`src/rtl/irq_sel_pkg.sv`:
```
package irq_sel_pkg;
  localparam int SRC_COUNT   = 14;
  localparam int UNMASKED    = 3;
  localparam int TMR_COUNT   = 6;
  localparam int SRC_IDX_W   = $clog2(SRC_COUNT);

  // Source index served by timer k: timers 0..4 are contiguous from 4,
  // timer 5 sits after external request 1.
  function automatic int tmr_src(input int k);
    return (k < 5) ? (4 + k) : 10;
  endfunction
endpackage

```
`src/rtl/irq_pending_bank.sv`:
```
module irq_pending_bank #(
  parameter int NSRC = irq_sel_pkg::SRC_COUNT,
  parameter int NTMR = irq_sel_pkg::TMR_COUNT
) (
  input  logic            clk,
  input  logic            rst_n,
  input  logic [NSRC-1:0] req_i,
  input  logic [NTMR-1:0] tmr_i,
  input  logic [NSRC-1:0] clr_i,
  output logic [NSRC-1:0] pend_o
);
  logic [NSRC-1:0] set_vec;
  logic [NSRC-1:0] pend_q;

  always_comb begin
    set_vec = req_i;
    for (int k = 0; k < NTMR; k++) begin
      set_vec[irq_sel_pkg::tmr_src(k)] = set_vec[irq_sel_pkg::tmr_src(k)] | tmr_i[k];
    end
  end

  // Clear first, then set: a fresh request in the take cycle survives.
  always_ff @(posedge clk) begin
    if (!rst_n) pend_q <= '0;
    else        pend_q <= (pend_q & ~clr_i) | set_vec;
  end

  assign pend_o = pend_q;

  a_r2_set_lands: assert property (@(posedge clk) disable iff (!rst_n)
    ((pend_q & $past(set_vec)) == $past(set_vec)));

  a_r9_clear_lands: assert property (@(posedge clk) disable iff (!rst_n)
    ((pend_q & $past(clr_i & ~set_vec)) == '0));
endmodule

```
`src/rtl/irq_eligibility.sv`:
```
module irq_eligibility #(
  parameter int NSRC  = irq_sel_pkg::SRC_COUNT,
  parameter int NFREE = irq_sel_pkg::UNMASKED
) (
  input  logic [NSRC-1:0] pend_i,
  input  logic [NSRC-1:0] mask_i,
  input  logic            gate_i,
  output logic [NSRC-1:0] elig_o
);
  for (genvar i = 0; i < NSRC; i++) begin : g_src
    if (i < NFREE) begin : g_free
      assign elig_o[i] = gate_i & pend_i[i];
    end else begin : g_masked
      assign elig_o[i] = gate_i & pend_i[i] & mask_i[i];
    end
  end
endmodule

```
`src/rtl/irq_priority_pick.sv`:
```
module irq_priority_pick #(
  parameter int NSRC = irq_sel_pkg::SRC_COUNT,
  localparam int IW  = $clog2(NSRC)
) (
  input  logic [NSRC-1:0] elig_i,
  output logic            any_o,
  output logic [IW-1:0]   win_o
);
  always_comb begin
    win_o = '0;
    for (int i = NSRC - 1; i >= 0; i--) begin
      if (elig_i[i]) win_o = IW'(i);
    end
    any_o = |elig_i;
  end

  always_comb begin
    if (any_o) begin
      a_r6_lowest_wins: assert ((elig_i & ((NSRC'(1) << win_o) - NSRC'(1))) == '0 && elig_i[win_o]);
    end
  end
endmodule

```
`src/rtl/irq_priority_selector.sv`:
```
module irq_priority_selector #(
  parameter int NSRC  = irq_sel_pkg::SRC_COUNT,
  parameter int NTMR  = irq_sel_pkg::TMR_COUNT,
  parameter int NFREE = irq_sel_pkg::UNMASKED,
  localparam int IW   = $clog2(NSRC)
) (
  input  logic            clk,
  input  logic            rst_n,
  input  logic [NSRC-1:0] req_i,
  input  logic [NTMR-1:0] tmr_match_i,
  input  logic [NSRC-1:0] mask_i,
  input  logic            sample_i,
  input  logic            ien_wr_i,
  input  logic            ien_wdata_i,
  output logic            take_valid_o,
  output logic [IW-1:0]   take_idx_o,
  output logic [NSRC-1:0] take_clr_o,
  output logic [NSRC-1:0] pend_o,
  output logic            ien_o
);
  logic [NSRC-1:0] pend;
  logic [NSRC-1:0] elig;
  logic [NSRC-1:0] clr_now;
  logic [IW-1:0]   win;
  logic            any_elig;
  logic            fire;
  logic            ien_q;
  logic            valid_q;
  logic [IW-1:0]   idx_q;
  logic [NSRC-1:0] clr_q;

  irq_pending_bank #(.NSRC(NSRC), .NTMR(NTMR)) u_bank (
    .clk    (clk),
    .rst_n  (rst_n),
    .req_i  (req_i),
    .tmr_i  (tmr_match_i),
    .clr_i  (clr_now),
    .pend_o (pend)
  );

  irq_eligibility #(.NSRC(NSRC), .NFREE(NFREE)) u_elig (
    .pend_i (pend),
    .mask_i (mask_i),
    .gate_i (ien_q & sample_i),
    .elig_o (elig)
  );

  irq_priority_pick #(.NSRC(NSRC)) u_pick (
    .elig_i (elig),
    .any_o  (any_elig),
    .win_o  (win)
  );

  assign fire    = any_elig;
  assign clr_now = fire ? (NSRC'(1) << win) : '0;

  always_ff @(posedge clk) begin
    if (!rst_n) begin
      ien_q   <= 1'b0;
      valid_q <= 1'b0;
      idx_q   <= '0;
      clr_q   <= '0;
    end else begin
      if (ien_wr_i)  ien_q <= ien_wdata_i;
      else if (fire) ien_q <= 1'b0;
      valid_q <= fire;
      idx_q   <= fire ? win : '0;
      clr_q   <= clr_now;
    end
  end

  assign take_valid_o = valid_q;
  assign take_idx_o   = idx_q;
  assign take_clr_o   = clr_q;
  assign pend_o       = pend;
  assign ien_o        = ien_q;

  a_r3_needs_enable: assert property (@(posedge clk) disable iff (!rst_n)
    take_valid_o |-> ($past(ien_o) && $past(sample_i)));

  a_r8_clr_matches: assert property (@(posedge clk) disable iff (!rst_n)
    take_valid_o |-> (take_clr_o == (NSRC'(1) << take_idx_o)));

  a_r8_idle_quiet: assert property (@(posedge clk) disable iff (!rst_n)
    !take_valid_o |-> (take_clr_o == '0 && take_idx_o == '0));

  a_r5_mask_honoured: assert property (@(posedge clk) disable iff (!rst_n)
    (take_valid_o && int'(take_idx_o) >= NFREE) |-> (($past(mask_i) >> take_idx_o) & NSRC'(1)) != '0);

  a_r10_enable_drops: assert property (@(posedge clk) disable iff (!rst_n)
    (take_valid_o && !$past(ien_wr_i)) |-> !ien_o);

  a_r10_write_loads: assert property (@(posedge clk) disable iff (!rst_n)
    $past(ien_wr_i) |-> (ien_o == $past(ien_wdata_i)));
endmodule

```
`config.mk`:
```
export PLATFORM = sky130hd
export DESIGN_NAME = irq_priority_selector
export DESIGN_NICKNAME = d
export VERILOG_FILES = /design/src/rtl/irq_sel_pkg.sv /design/src/rtl/irq_pending_bank.sv /design/src/rtl/irq_eligibility.sv /design/src/rtl/irq_priority_pick.sv /design/src/rtl/irq_priority_selector.sv
export SDC_FILE = /design/constraint.sdc
export NUM_CORES = 1
export LEC_CHECK = 0
export BUFFER_PORTS_ARGS = -buffer_cell sky130_fd_sc_hd__clkbuf_2
export CAP_MARGIN = 20
export CORE_MARGIN = 1.5
export CORE_UTILIZATION = 48
export DETAILED_ROUTE_END_ITERATION = 10
export PLACE_DENSITY = 0.93
export SYNTH_ARGS = -nofsm -noshare
export SYNTH_HDL_FRONTEND = slang
export SYNTH_HIERARCHICAL = 1
export SYNTH_SLANG_ARGS = --single-unit
```
`constraint.sdc`:
```
create_clock -name clk -period 4.7 [get_ports clk]
set_input_delay 0.705 -clock clk [delete_from_list [all_inputs] [get_ports clk]]
set_output_delay 0.705 -clock clk [all_outputs]
set_load 0.005 [all_outputs]
```
After elaboration in Yosys (flattened, before gate mapping)
Index checks and enable logic that the tools add are counted.
{ "op_classes": {"shifts": 1, "mux": 17, "bitwise": 35, "reduce_logical": 3} }
{ "op_table": {"columns": ["op", "count"], "rows": [
  ["4-bit 2-to-1 mux", 14],
  ["1-bit AND", 26],
  ["14-bit AND", 1],
  ["14-bit 2-to-1 mux", 1],
  ["14-bit inverter", 1],
  ["14-bit bitwise OR", 1],
  ["14-bit OR reduction", 1],
  ["1-bit by 4-bit << shifter with 14-bit output (first input constant)", 1],
  ["1-bit bitwise OR", 6],
  ["1-bit 2-to-1 mux", 2],
  ["2-bit AND reduction", 1],
  ["2-bit nonzero test", 1]
]} }
{ "totals": {"register_bits": 34, "out_inout_bits": 34, "word_cells": 61} }

Depth between registers and ports, before layout
Gate-level depths: netlist of run 1.
{ "depth": {"depth_word": 22, "depth_mapped": 12, "ltp_nobuf": 10} }

By module
Netlist of run 1, hierarchy kept.
{ "modules_own_cells": {"columns": ["mod", "instances", "cells_each", "area_each_um2", "seq_area_each_um2"], "rows": [
  ["irq_priority_selector", 1, 72, 660.6, 400.4],
  ["irq_pending_bank", 1, 43, 499.2, 280.3],
  ["irq_priority_pick", 1, 25, 148.9, 0.0],
  ["irq_eligibility", 1, 15, 107.6, 0.0]
]} }

Least setup slack after synthesis of run 1
OpenSTA, ideal clock, no wires.
{ "synth_path": {"path_type": "input port to flip-flop", "from": "in sample_i", "to": "reg u_bank.pend_q[6], in the netlist u_bank/pend_o[6]", "setup_time_ns": 0.122, "arrival_time_ns": 2.671, "t_required_ns": 4.578, "setup_slack_ns": 1.908, "path_stages": 11, "cell_sequence": "and2_1 buf_6 and3_1 nor4_1 nor3b_1 nor3b_2 or2_2 buf_2 nor2_1 nor2b_1 o31a_2"} }
{ "synth_via": {"word_cells_on_any_way": 46} }
{ "synth_rtl": {"columns": ["element", "line", "source"], "rows": [
  ["start, declared", "irq_priority_selector.sv:12", "input logic sample_i,"],
  ["1-bit AND", "irq_priority_selector.sv:44", ".gate_i (ien_q & sample_i),"],
  ["1-bit AND (2 in a row)", "irq_eligibility.sv:14", "assign elig_o[i] = gate_i & pend_i[i] & mask_i[i];"],
  ["via elig[11]", "irq_priority_selector.sv:22", "logic [NSRC-1:0] elig;"],
  ["4-bit 2-to-1 mux (12 in a row)", "irq_priority_pick.sv:12", "if (elig_i[i]) win_o = IW'(i);"],
  ["via win[3]", "irq_priority_selector.sv:24", "logic [IW-1:0] win;"],
  ["1-bit by 4-bit << shifter with 14-bit output", "irq_priority_selector.sv:55", "assign clr_now = fire ? (NSRC'(1) << win) : '0;"],
  ["14-bit 2-to-1 mux", "irq_priority_selector.sv:55", null],
  ["via clr_now[6]", "irq_priority_selector.sv:23", "logic [NSRC-1:0] clr_now;"],
  ["14-bit inverter", "irq_pending_bank.sv:25", "else pend_q <= (pend_q & ~clr_i) | set_vec;"],
  ["14-bit AND", "irq_pending_bank.sv:25", null],
  ["14-bit bitwise OR", "irq_pending_bank.sv:25", null],
  ["end signal, assigned", "irq_pending_bank.sv:25", null],
  ["end, declared", "irq_pending_bank.sv:13", "logic [NSRC-1:0] pend_q;"]
]} }
The timed path passes the listed nets, and every way through them passes these cells.
A chain may end at the register's enable or synchronous reset.

Final worst setup path of run 1
{ "layout_path": {"from": "in sample_i", "to": "reg u_bank.pend_q[10], in the netlist u_bank/pend_o[10]"} }
The elaborated chain is that of the path after synthesis.

==> results by stage, run 1 <==
STA:
- Setup repair after global routing left no endpoint under its margin.
- The slew of the pin with the lowest slew margin is between 0.7 and 0.8 ns.
- Of the available clock period, the critical path in the final layout requires 60.19%.
- For this run, the top clock speed supported by timing is ~0.35 GHz.
- The max-slew violation total from the final report is 0.
- The worst slew margin relative to its limit is between 40 and 50%.
- The aggregate negative setup slack is 0 ns.
- For the final database, setup skew stands at 0.004856 ns.
- The final number of hold-violating endpoints is 0.
- The final number of setup-violating endpoints is 0.
- The final critical path time including I/O delays and setup is 2.829 ns.

Global route:
- The largest net degree at the start of global routing is 24.
- The initial antenna violation count is 0.
- The global-route wire length before repair is 5444 um.
- The overflow left after global routing is 0.
- The total global routing track utilization is 22.04%.
- The number of global-route vias before repair is 1300.

Pwr:
- For this design the static power due to leakage is 0.9146 nW.
- The proportion of power drawn by combinational gates is 11.3%.
- The proportion of total power due to net switching is 21.95%.
- The clock network accounts for 41.2% of the total power.
- The sum of internal, switching and leakage power is around 0.00064 W.
- Dividing total power by cell area gives a power density of 344.4 mW/mm^2.
- IR analysis of the VDD net gives a maximum drop of 0.0003144 V.
- The analysis attributes to net switching a power of 0.0001414 W.
- Sequential cells burn between 40% and 50% of the power.
- The internal power is 0.0005028 W.

Floorplanning:
- For this configuration, the core starts out at a cell density of 50.92%.
- The floorplan step defined a die boundary enclosing approximately 0.0033 sq mm.
- During I/O placement, the number of pins put on the boundary was 73.
- The number of placement rows is 19.
- Measured along the y axis, the die boundary spans ~57 um.
- The area inside the core boundary is 0.002781 sq mm.
- The die is 57.32 um wide.

Clock network:
- Counting every sink on the clock net gives 34.
- The number of clock buffers added by TritonCTS is 5.
- The setup fix buffers added after clock tree synthesis is 0.
- The number of H-tree levels is 2.
- At the later pin of the worst-skew pair, clock insertion delay measures 0.34 ns.
- In this run the clock root is driven by a sky130_fd_sc_hd__clkbuf_4.
- The deepest clock path buffer count is 2.
- The number of hold buffers added after CTS was 0.
- Gates resized during post-CTS repair numbered 0.
- The CTS tree is done.
- After clock tree synthesis, the clock-pin slew on the worst setup and hold paths is 0.10 ns.

Logic synthesis:
- Synthesis inferred 34 register bits.
- The number of warnings printed during yosys synthesis is 6.
- The count of different cell masters after synthesis is 32.
- The mapped netlist covers 0.001416 sq mm.
- Synthesis produced a netlist whose cell count is about 160.
- The sequential-to-total area share from yosys stat is between 40% and 50%.
- A synthesized cell averages 9.138 sq um.
- The number of nets in the synthesized netlist is 194.

Worst setup path:
- The worst setup path endpoint is u_bank/pend_o[10]$_SDFF_PN0_.
- The data arrival time at the worst-slack endpoint is 3.06 ns.
- Counting cells, the worst reg-to-reg path comes to 10.
- The type of the worst setup path is primary input to flop.
- The worst-case register-to-register setup slack is 1.94 ns.
- Traced cell by cell, the critical path runs through clkbuf_2 -> and2_1 -> and3_1 -> nor2_1 -> o31ai_1 -> a211oi_1 -> nor3_1 -> nand3b_1 -> nor2_1 -> nor2b_1 -> o31a_2.
- STA puts the critical path data required time at 4.94 ns.
- The destination of the worst register-to-register timing path is u_bank/pend_o[10]$_SDFF_PN0_.
- In this design, the critical path's most frequently occurring cell is sky130_fd_sc_hd__nor2_1.
- The cell with the biggest individual delay on the critical path is sky130_fd_sc_hd__nor3_1.
- The startpoint identified for the worst register-to-register timing path is ien_o$_SDFFE_PN0P_.
- In this design, the stage delay of the slowest critical-path cell is ~0.59 ns.
- The origin of the worst setup path is sample_i.
- The peak fanout along the critical path is 14.
- The critical path launch point type is a primary input.
- The element type at the critical path end is a flop.

Run status:
- The run finished with clean final reports.

Layout:
- The share of final-layout standard cells stronger than drive strength 1 is between 40% and 50%.
- Counting the fill cells in the layout gives 221.
- The repair_antennas step left the layout with diodes totalling 0.
- In the layout the commonest cells are 69 x sky130_fd_sc_hd__clkbuf_2, 34 x sky130_fd_sc_hd__dfxtp_1, 31 x sky130_fd_sc_hd__nor2_1.
- The relative area change from synthesis to final layout is 32.07%.
- The leading cell type in the layout, fill and taps excluded is sky130_fd_sc_hd__clkbuf_2.
- The multi-input gate area in the final layout is 684.4 sq um.
- Summing all flip-flop and latch instances after layout gives 680.7 sq um.
- The count of nets after finishing is 265.

Flow run:
- Max-cap violations in this run came to 0.

Placement:
- The wire-length estimate of the detail-placed layout is between 2000 and 2500 um.
- At the end of routability-driven placement, the weighted congestion stood at 0.7829.
- The count of port buffers added during placement is 69.

Routing:
- Summed over all layers, the routed wires come to 3186 um.
- Dividing the detail-routed wire length by the instance count gives 12.35 um.
- Before antenna repair, the detailed router went through 4 iterations.
- Once detail routing completed, the nets flagged for antenna violations numbered 0.
- Summing over every cut layer, the via total after detailed routing is approximately 1300.
- The via count normalized by instance count is a little over 5.
- The number of violations reported at the end of detailed-routing iteration 0 is 28.
- The number of remaining DRC errors is 0.

Hold path:
- The kind of path behind the tightest hold check is primary input to flop.
-- area by class of cell --
class | count | area share [%]
Sequential cell | 34 | 36.39
Timing Repair Buffer | 69 | 18.46
Tap cell | 31 | 2.074
Clock inverter | 3 | 3.679
Inverter | 4 | 0.8027
Clock buffer | 5 | 2.007
Multi-Input combinational cell | 112 | 36.59
-- kinds of logic after synthesis --
group | Yosys count | share of synthesized area [%]
AOI/OAI and AO/OA | 23 | 12.37
buffers and inverters | 9 | 3.621
DFF | 34 | 48.06
and+or+nand+nor | 89 | 35.95
-- worst max-delay path: cells and delay by family --
kind / cells / cell delay, ns
simple gates: 7 / 1.72
buf+inv: 1 / 0.07
compound gates: 3 / 0.56
-- power by group through the flow --
stage	registers (W)	clock network, W	logic [W]
floorplan	0.000313	0	0.0000404
global placement	0.000312	0	0.0000718
detailed placement	0.000312	0	0.0000730
CTS	0.000306	0.000270	0.0000736
global route	0.000307	0.000281	0.0000824
finish	0.000306	0.000265	0.0000730
-- synthesized netlist by cell type --
cell type                   number  area share [%]
sky130_fd_sc_hd__a21oi_1         3             1.1
sky130_fd_sc_hd__clkbuf_1        1            0.26
sky130_fd_sc_hd__nor4_1          3             1.3
sky130_fd_sc_hd__and2_1          2            0.88
sky130_fd_sc_hd__or3b_1          2             1.2
sky130_fd_sc_hd__o21ai_0         2            0.71
sky130_fd_sc_hd__buf_6           2             1.6
sky130_fd_sc_hd__o21a_1          8             4.2
sky130_fd_sc_hd__and2_2          3             1.6
sky130_fd_sc_hd__nand2_1         2            0.53
sky130_fd_sc_hd__o31a_2          6             4.2
sky130_fd_sc_hd__nand2b_1        3             1.3
sky130_fd_sc_hd__dfxtp_1        34              48
sky130_fd_sc_hd__or2_2           1            0.44
sky130_fd_sc_hd__a221oi_1        1            0.62
sky130_fd_sc_hd__o31ai_1         1            0.53
sky130_fd_sc_hd__nor2_1         31             8.2
sky130_fd_sc_hd__nand3_1         1            0.35
sky130_fd_sc_hd__nor3b_1         1            0.53
sky130_fd_sc_hd__nor2b_1        14             6.2
sky130_fd_sc_hd__or4_4           1            0.79
sky130_fd_sc_hd__nand4b_1        2             1.2
sky130_fd_sc_hd__buf_2           2            0.71
sky130_fd_sc_hd__nand4bb_1       1            0.79
sky130_fd_sc_hd__inv_1           4             1.1
sky130_fd_sc_hd__nor3_1          3             1.1
sky130_fd_sc_hd__o22ai_1         1            0.44
sky130_fd_sc_hd__and3_1         11             4.9
sky130_fd_sc_hd__nor3b_2         1            0.88
sky130_fd_sc_hd__nand3b_1        3             1.6
sky130_fd_sc_hd__a211oi_1        1            0.53
sky130_fd_sc_hd__and3_2          4             2.1
-- per-stage QoR --
| stage | hold WS (ns) | cells | setup slack (ns) | instance area [sq um] | utilization, % |
|---|---|---|---|---|---|
| 4_1_cts | 0.5496 | 258 | 1.931 | 1871 | 67.25 |
| 3_5_place_dp | 0.5732 | 250 | 1.570 | 1764 | 63.43 |
| 3_3_place_gp | 0.5565 | 250 | 1.580 | 1764 | 63.43 |
| 6_report | 0.5662 | 258 | 1.871 | 1871 | 67.25 |
| 5_1_grt | 0.5523 | 258 | 1.642 | 1871 | 67.25 |
| 2_1_floorplan | 0.5541 | 155 | 1.908 | 1416 | - |
-- sequential cells by signal, summed over array words and instances (netlist names) --
register,count
u_bank/pend_o,14
take_valid_o,1
ien_o,1
take_clr_o,14
take_idx_o,4
-- routing by layer --
layer,vias up,global-route usage [%],part of all wire [%]
met3,8,8.844,8.6
met2,71,37.93,49
li1,677,-,-
met1,585,23.42,40
met4,0,10.63,1.9
met5,-,0,0
-- how the worst min path moves through the flow --
stage	from	to	slack, ns	depth (start not counted)
finish	req_i[11]	u_bank/pend_o[11]$_SDFF_PN0_	0.57	2
global route	req_i[11]	u_bank/pend_o[11]$_SDFF_PN0_	0.55	2
CTS	req_i[11]	u_bank/pend_o[11]$_SDFF_PN0_	0.55	2
detailed placement	ien_o$_SDFFE_PN0P_	ien_o$_SDFFE_PN0P_	0.57	2
global placement	ien_o$_SDFFE_PN0P_	ien_o$_SDFFE_PN0P_	0.56	2
floorplan	ien_o$_SDFFE_PN0P_	ien_o$_SDFFE_PN0P_	0.55	2
No activity file was read; power rests on OpenSTA's default activity.
==> run 2: changes to the inputs <==
- ABC_AREA: unset -> 1
- CORE_UTILIZATION: 48 -> 41
- PLACE_DENSITY: 0.93 -> 0.83
- clock period: 4.7 -> 2.6 ns (I/O delays scaled with it)
==> run 2 against run 1 <==
  * Combinational power rose by 140%
  * Clock-buffer cell count rose by 1
  * Area after synthesis rose by 11%
  * Critical path depth rose by 1
  * Via count rose by 18%
  * Register-to-register slack got worse by 1.6 ns
  * Routed wire length rose by 12%
  * First-iteration DRC count rose to 2.6 times the previous value
  * Clock power rose by 52%
  * Global-route usage fell by 4.1 points
==> results by stage, run 2 <==
Clock network:
- The deepest clock path buffer count is 2.
- The root buffer cell is sky130_fd_sc_hd__clkbuf_8.
- In this run, CTS created clock tree buffers numbering 5.
- The clock insertion delay at the later pin of the skew report is around 0.28 ns.
- The clock net in this run drives a total of 34 sinks.
- Once the clock tree was built, the resizer swapped 0 gates to a different size.
- The number of H-tree levels is 2.
- The number of hold buffers added after CTS is 0.
- The CTS tree is done.
- The setup fix buffers added after clock tree synthesis is 0.
- The clock transition at the registers of the reported paths is 0.07 ns.

Routing:
- In this run, the number of DRC markers left after iteration 0 of detailed routing was 74.
- Across all layers, the routed design uses 1581 vias.
- Before antenna repair, the detailed router went through 4 iterations.
- The routed length per placed instance is 9.975 um.
- For this run, design rule violations remaining after detail routing come to 0.
- Once detail routing completed, the nets flagged for antenna violations numbered 0.
- The via count normalized by instance count is roughly 4.4.
- The detailed-route wire length is 3571 um.

Pwr:
- The internal power is between 0.0008 and 0.0009 W.
- For this design the total switching power over the nets is 0.0003070 W.
- The clock power share is 35.4%.
- Of the total power, the share spent switching nets is 27.04%.
- Per report_power, the combinational group accounts for 15.4% of the total.
- The sequential cell fraction of total power is 49.2%.
- In this run the power density over the cells is roughly 550 mW/mm^2.
- The maximum vdd ir drop is 0.0002934 V.
- The leakage power figure is 1.089 nW.

Global route:
- The global-route wire length before repair is 5816 um.
- Global routing used roughly 18% of the available tracks.
- Global routing finished with a remaining overflow of 0.
- The initial antenna violation count is 0.
- The number of global-route vias before repair is approximately 1400.
- Entering global routing, the biggest net connects 15 pins.

Placement:
- After detailed placement, the design holds a cell count of 350.
- Detailed placement ended at an HPWL of 2837 um.
- The count of port buffers added during placement is slightly below 70.
- The congestion estimate from routability-driven global placement came to 0.8181.

STA:
- The final number of hold-violating endpoints is 0.
- The slew of the pin with the lowest slew margin is 0.3557 ns.
- The max-slew violation total from the final report came to 0.
- On the final layout, the worst clock skew is approximately 0.004 ns.
- The aggregate negative setup slack is 0 ns.
- Setup violations remaining at the end of the flow were counted as 0.
- For the finished layout, the period the worst path requires is 2.265 ns.
- Setup repair after global routing left no endpoint under its margin.
- The final critical path takes up 87.10% of the cycle.
- The maximum operating frequency is 0.4416 GHz.
- The worst slew margin relative to its limit is 76.25%.

Run status:
- The run finished with clean final reports.

Worst setup path:
- Traced cell by cell, the critical path runs through nand2_1 -> inv_2 -> buf_4 -> nand2_1 -> nor2_1 -> nor4_2 -> a21boi_1 -> nand3_1 -> nor2_1 -> inv_1 -> nand2_1 -> a21oi_1.
- The cell repeated most along the worst path is sky130_fd_sc_hd__nand2_1.
- The number of buffers and inverters on the critical path is 3.
- The worst setup path is captured at a flop.
- The setup path with the least slack is of type flop to flop.
- At the worst endpoint, the arrival time is 2.42 ns.
- Of all nets on the critical path, the largest fanout is 10.
- The slowest stage of the critical path belongs to the cell sky130_fd_sc_hd__nor4_2.
- The category of cells accounting for the largest share of critical-path delay is simple AND/OR/NAND/NOR gates.
- STA puts the critical path data required time at 2.76 ns.
- The delay of the slowest critical-path stage is 0.37 ns.
- The critical path launch point type is a flop.

Floorplanning:
- The x dimension of the die is 64.96 um.
- The count of boundary I/O pins is 73.
- The area inside the core boundary is about 0.0037 sq mm.
- The die span in y is between 60 and 70 um.
- The die covers 0.004220 sq mm.
- The floorplan has 22 rows.
- The initial utilization of the core area, before any placement, comes to between 40% and 50%.

Layout:
- At the end of the flow the core is filled with cells to 56.80%.
- At the end of the flow, the number of nets in the layout was 348.
- The area growth from synthesis to layout is 32.11%.
- In the final layout, the share of cells above drive strength 1 is 32.90%.
- Leaving out fill and tap cells, the most frequent cells in the layout are 69 x sky130_fd_sc_hd__clkbuf_2, 54 x sky130_fd_sc_hd__inv_1, 50 x sky130_fd_sc_hd__nand2_1.
- The repair_antennas step left the layout with diodes totalling 0.
- Once layout is complete, the cells apart from fillers number 358.
- The leading cell type in the layout, fill and taps excluded is sky130_fd_sc_hd__clkbuf_2.

Flow run:
- Max-cap violations in this run came to 0.

Logic synthesis:
- The synthesized netlist devotes 0% of its cell area to adder and majority cells.
- The synthesized netlist devotes about a third of its cell area to simple gates.
- The sequential-to-total area share from yosys stat is 43.24%.
- The fraction of synthesized cell area taken by the top area cell type is 43.24%.
- Counting flops and latches in the post-synthesis netlist gives 34.
- The prevailing post-synth register cell is sky130_fd_sc_hd__dfxtp_1.
- The count of flip-flops with a built-in enable after synthesis is 0.
- The synthesized netlist devotes 8.506% of its cell area to compound gates.
- The synthesized area divided by synthesized cell count is between 6 and 7 sq um.
- In the synthesized netlist, the number of instances is 233.
- The post-synthesis net count is about 270.
- By count the netlist is led by 55 x sky130_fd_sc_hd__inv_1, 50 x sky130_fd_sc_hd__nand2_1, 45 x sky130_fd_sc_hd__nor2_1.
- The most common cell in the synthesized netlist is sky130_fd_sc_hd__inv_1.
- The synthesized design spends more area on one cell type than any other, namely sky130_fd_sc_hd__dfxtp_1.
- The number of warnings printed during yosys synthesis is 6.
- The netlist area before placement is 0.001574 sq mm.
- The area share of xor/xnor cells in the synthesized design is 0%.
- The count of different cell masters after synthesis is 17.
- Yosys attributes the largest share of cell area to sky130_fd_sc_hd__dfxtp_1 43%, sky130_fd_sc_hd__inv_1 13%, sky130_fd_sc_hd__nand2_1 12%, sky130_fd_sc_hd__nor2_1 11%, sky130_fd_sc_hd__a21oi_2 6.1%.
- By area, the combinational part of the netlist is dominated by simple AND/OR/NAND/NOR gates.
- Measured against the total synthesized area, the mux share comes to 0%.
- After synthesis, the share of flip-flops with an asynchronous set or reset is 0%.

Hold path:
- The worst hold path belongs to the class primary input to flop.
run 2: cell types whose count changed after synthesis, sizes merged, moves of 8 or more:
cell,change
inv,+55
nand2,+48
and3,-15
nor2,+15
nor2b,-14
a21oi,+13
nor3,+10
o21a,-8
run 2: logic make-up (layout without fill, tap and decap cells):
family	Yosys count	count (layout)
flops	34	34
buf+inv	61	138
compound gates	18	18
simple gates	120	120
run 2: worst min-delay path: stages:
cell	delay, ns
sky130_fd_sc_hd__clkbuf_2	0.08
sky130_fd_sc_hd__inv_1	0.05
sky130_fd_sc_hd__a21oi_2	0.05
run 2: area by class of cell:
class,count,area (sq um)
Clock buffer,6,82.58
Clock inverter,2,12.51
Fill cell,365,1582
Inverter,59,221.5
Multi-Input combinational cell,138,661.9
Sequential cell,34,680.7
Tap cell,48,60.06
Timing Repair Buffer,71,360.3
run 2: metrics by stage:
stage           power, W  worst slack (ns)  hold slack [ns]  area, sq um
6_report        0.001135            0.3354           0.3242         2079
4_1_cts         0.001144            0.1660           0.3212         2067
3_3_place_gp   0.0007390            0.1098           0.4639         1972
3_5_place_dp   0.0007427           0.07542           0.4739         1972
2_1_floorplan  0.0006710            0.3536           0.4666         1574
5_1_grt         0.001197          0.005806           0.3298         2079
run 2: power by group through the flow:
stage                     Clock, W  Combinational, W  Sequential, W
after CTS                 0.000412          0.000173       0.000558
after global routing      0.000438          0.000199       0.000561
after detailed placement         0          0.000172       0.000570
after global placement           0          0.000169       0.000570
final                     0.000402          0.000175       0.000558
after floorplan                  0          0.000100       0.000571
run 2: layer usage:
metal,up-vias,GRT usage (%),wire (um)
li1,841,-,-
met1,680,21.78,1616
met2,58,29.90,1689
met3,2,5.208,249
met4,0,6.649,16
met5,-,0,0
run 2: path summary, 6_finish.rpt:
kind	start	to	slack (ns)	cells after the start
min reg2reg	u_bank/pend_o[6]$_SDFF_PN0_	u_bank/pend_o[6]$_SDFF_PN0_	0.48	2
max reg2reg	ien_o$_SDFFE_PN0P_	u_bank/pend_o[5]$_SDFF_PN0_	0.34	12
min	req_i[1]	u_bank/pend_o[1]$_SDFF_PN0_	0.32	3
max	ien_o$_SDFFE_PN0P_	u_bank/pend_o[5]$_SDFF_PN0_	0.34	12
==> run 3: changes to the inputs <==
- ABC_AREA: 1 -> unset
- CORE_UTILIZATION: 41 -> 40
- PLACE_DENSITY: 0.83 -> 0.84
==> run 3 against run 2 <==
  * Final cell count fell by 19%
  * First-iteration DRC count fell by 57%
  * Combinational power fell by 14%
  * Sequential cell count did not move
  * Setup slack got worse by 0.15 ns
  * Final area fell by 1.8%
  * Total power rose by 6.4%
  * Largest power group unchanged
  * Critical path type unchanged
  * Die area fell by 7.4%
  * Core utilization rose by 3.9 points
  * Highest routed layer unchanged
==> results by stage, run 3 (synthesis results as in run 1) <==
Run status:
- The run finished with clean final reports.

STA:
- The max-slew violation total from the final report is 0.
- The maximum operating frequency is 0.4150 GHz.
- Setup slack on the critical path of the routed design comes to 0.1901 ns.
- The routed design could run at a clock period as short as 2.410 ns.
- Setup repair after global routing left no endpoint under its margin.
- The worst slew margin relative to its limit is 71.92%.
- Setup violations remaining at the end of the flow were counted as 0.
- The worst hold margin is 0.2434 ns.
- The aggregate negative setup slack is 0 ns.
- In the finished design, the share of the clock period the worst path needs comes to 92.69%.
- For the pin with the worst max-slew slack, the measured transition is 0.4212 ns.
- The final number of hold-violating endpoints was 0.
- The post-route clock skew is 0.01178 ns.

Floorplanning:
- The floorplan step set the die height to 62.51 um.
- The x dimension of the die is 62.51 um.
- The count of boundary I/O pins is 73.
- The initial standard-cell utilization of the core is 42.11%.
- The area inside the core boundary is 0.003363 sq mm.
- The die covers a little under 0.004 sq mm.
- The floorplan has 21 rows.

Layout:
- The finished layout holds 290 standard cells, fillers aside.
- The fill cell total of the finished layout is 328.
- The relative area change from synthesis to final layout is 44.17%.
- The top cell types in the final layout, fill and taps aside, are 69 x sky130_fd_sc_hd__clkbuf_2, 34 x sky130_fd_sc_hd__dfxtp_1, 31 x sky130_fd_sc_hd__nor2_1.
- The count of nets after finishing is 282.
- The share of the core filled with cells is 60.71%.
- The leading cell type in the layout, fill and taps excluded is sky130_fd_sc_hd__clkbuf_2.
- In the final layout, the share of cells above drive strength 1 is 46.72%.
- The final antenna diode count is 0.

Clock network:
- Counting along the longest clock path gives a buffer depth of 2.
- After clock tree synthesis, the setup repair step added 0 buffers.
- For this design, the sink count on the clock tree is 34.
- In this run the clock root is driven by a sky130_fd_sc_hd__clkbuf_4.
- The total clock buffers created by CTS is 5.
- The CTS tree is done.
- The number of H-tree levels is 2.
- For the worst-skew pair, the clock arrives at the later sink with an insertion delay of 0.35 ns.
- After clock tree synthesis, the clock-pin slew on the worst setup and hold paths is 0.11 ns.

Worst setup path:
- In this run the critical register-to-register path is captured at u_bank/pend_o[8]$_SDFF_PN0_.
- The element type at the critical path end is a flop.
- Across all register-to-register paths, the minimum setup slack is 0.19 ns.
- Counting both buffers and inverters, the worst setup path holds a total of 1.
- The critical path in this run is classified as flop to flop.
- The peak fanout along the critical path is 14.
- The critical path launch point type is a flop.
- The data required time of the worst path is 2.84 ns.
- Among cell families on the critical path, the largest total delay comes from simple AND/OR/NAND/NOR gates.
- The data arrival time at the worst-slack endpoint is 2.65 ns.
- The cell with the biggest individual delay on the critical path is sky130_fd_sc_hd__or3b_1.
- For this run, the slowest stage of the critical path takes 0.46 ns.
- In this run the critical register-to-register path is launched from ien_o$_SDFFE_PN0P_.
- The critical path goes through and2_4 -> and3_1 -> buf_4 -> o31ai_1 -> a211oi_1 -> nor3_2 -> or3b_1 -> nor2_1 -> nor2b_1 -> o31a_2.
- Measured in cells, the most critical reg-to-reg path has a length of 10.

Placement:
- The count of port buffers added during placement is 69.
- The wire-length estimate of the detail-placed layout is approximately 2500 um.
- At the end of routability-driven placement, the weighted congestion stood at between 0.8 and 0.9.
- The worst slack after detailed placement is -0.08314 ns.
- After detailed placement, the design holds a cell count of roughly 280.

Global route:
- The number of global-route vias before repair was 1222.
- The global-route wire length before repair is 5119 um.
- The overflow left after global routing is 0.
- The initial antenna violation count is 0.
- The largest net degree at the start of global routing is 24.
- The total global routing track utilization is 16.39%.

Hold path:
- The worst hold path was traced through 2 stages.
- For hold timing, the worst endpoint is u_bank/pend_o[2]$_SDFF_PN0_.
- The startpoint identified for the worst hold timing path is req_i[2].
- In this run the worst hold path is classified as primary input to flop.

Routing:
- Summed over all layers, the routed wires come to 3196 um.
- The total iterations of the first detailed-routing run is 4.
- Using the TritonRoute via totals, the vias-per-cell ratio works out to 4.772.
- The remaining antenna violation count after routing is 0.
- For this block, the via count after detailed routing is between 1000 and 1500.
- The number of violations reported at the end of detailed-routing iteration 0 is 32.
- Dividing the detail-routed wire length by the instance count gives 11.02 um.
- The number of remaining DRC errors is 0.

Flow run:
- The max-cap check violation count is 0.

Pwr:
- The maximum vdd ir drop is between 0.0004 and 0.0005 V.
- The power density over cell area is 591.4 mW/mm^2.
- The analysis attributes to cell leakage a power of slightly above 1 nW.
==> run 3: cell count changes in the layout (fill, tap and decap cells not counted), moves of 8 or more <==
cell,previous run,this run
sky130_fd_sc_hd__nor3_1,10,2
sky130_fd_sc_hd__nor2b_1,0,14
sky130_fd_sc_hd__nand2_1,50,2
sky130_fd_sc_hd__nor2_1,45,31
sky130_fd_sc_hd__o21a_1,0,8
sky130_fd_sc_hd__and3_1,0,11
sky130_fd_sc_hd__a21oi_2,10,0
sky130_fd_sc_hd__buf_4,2,17
sky130_fd_sc_hd__inv_1,54,4
==> run 3: report_power, final <==
group | total [W] | switching (W) | internal, W
Combinational | 0.000150 | 0.0000671 | 0.0000829
Sequential | 0.000553 | 0.0000113 | 0.000541
Clock | 0.000505 | 0.000180 | 0.000326
Total | 0.00121 | 0.000258 | 0.000950
==> run 3: layout make-up <==
cell class	instances	area [sq um]	share of cell area, %
repair buffers	86	473.0	23.16
multi-input cells	112	704.4	34.50
well taps	46	57.56	2.819
clock inverters	2	60.06	2.941
flip-flops and latches	34	680.7	33.33
inverters	4	15.01	0.7353
clock buffers	6	51.30	2.512
==> run 3: worst reg2reg max path: stages (launching register included) <==
cell and delay (ns):
sky130_fd_sc_hd__dfxtp_1 0.35, sky130_fd_sc_hd__and2_4 0.21, sky130_fd_sc_hd__and3_1 0.24, sky130_fd_sc_hd__buf_4 0.13, sky130_fd_sc_hd__o31ai_1 0.07, sky130_fd_sc_hd__a211oi_1 0.29, sky130_fd_sc_hd__nor3_2 0.10, sky130_fd_sc_hd__or3b_1 0.46
sky130_fd_sc_hd__nor2_1 0.14, sky130_fd_sc_hd__nor2b_1 0.06, sky130_fd_sc_hd__o31a_2 0.27
==> run 3: what timing repair did <==
item | CTS | global route
hold buffers | 0 | 0
resized for setup | 0 | 5
setup endpoints to repair | 0 | 15
==> run 3: metrics by stage <==
stage               power [W]  area (sq um)
detailed placement  0.0007138          1911
floorplan           0.0006380          1416
global route         0.001255          2042
CTS                  0.001216          2022
finish               0.001208          2042
global placement    0.0007107          1911
==> run 3: metal layers <==
layer / share of wire (%) / GRT usage, %
met1: 43 / 18.94
met2: 48 / 28.09
met3: 7.1 / 4.505
met4: 1.9 / 7.500
met5: 0 / 0
==> run 3: worst max-delay path by stage <==
stage | start | endpoint | slack, ns | depth (start not counted)
after floorplan | sample_i | u_bank/pend_o[6]$_SDFF_PN0_ | 0.12 | 11
after global placement | sample_i | u_bank/pend_o[6]$_SDFF_PN0_ | -0.04 | 11
after detailed placement | sample_i | u_bank/pend_o[8]$_SDFF_PN0_ | -0.08 | 9
after CTS | ien_o$_SDFFE_PN0P_ | u_bank/pend_o[8]$_SDFF_PN0_ | 0.07 | 10
after global routing | ien_o$_SDFFE_PN0P_ | u_bank/pend_o[8]$_SDFF_PN0_ | 0.05 | 10
final | ien_o$_SDFFE_PN0P_ | u_bank/pend_o[8]$_SDFF_PN0_ | 0.19 | 10
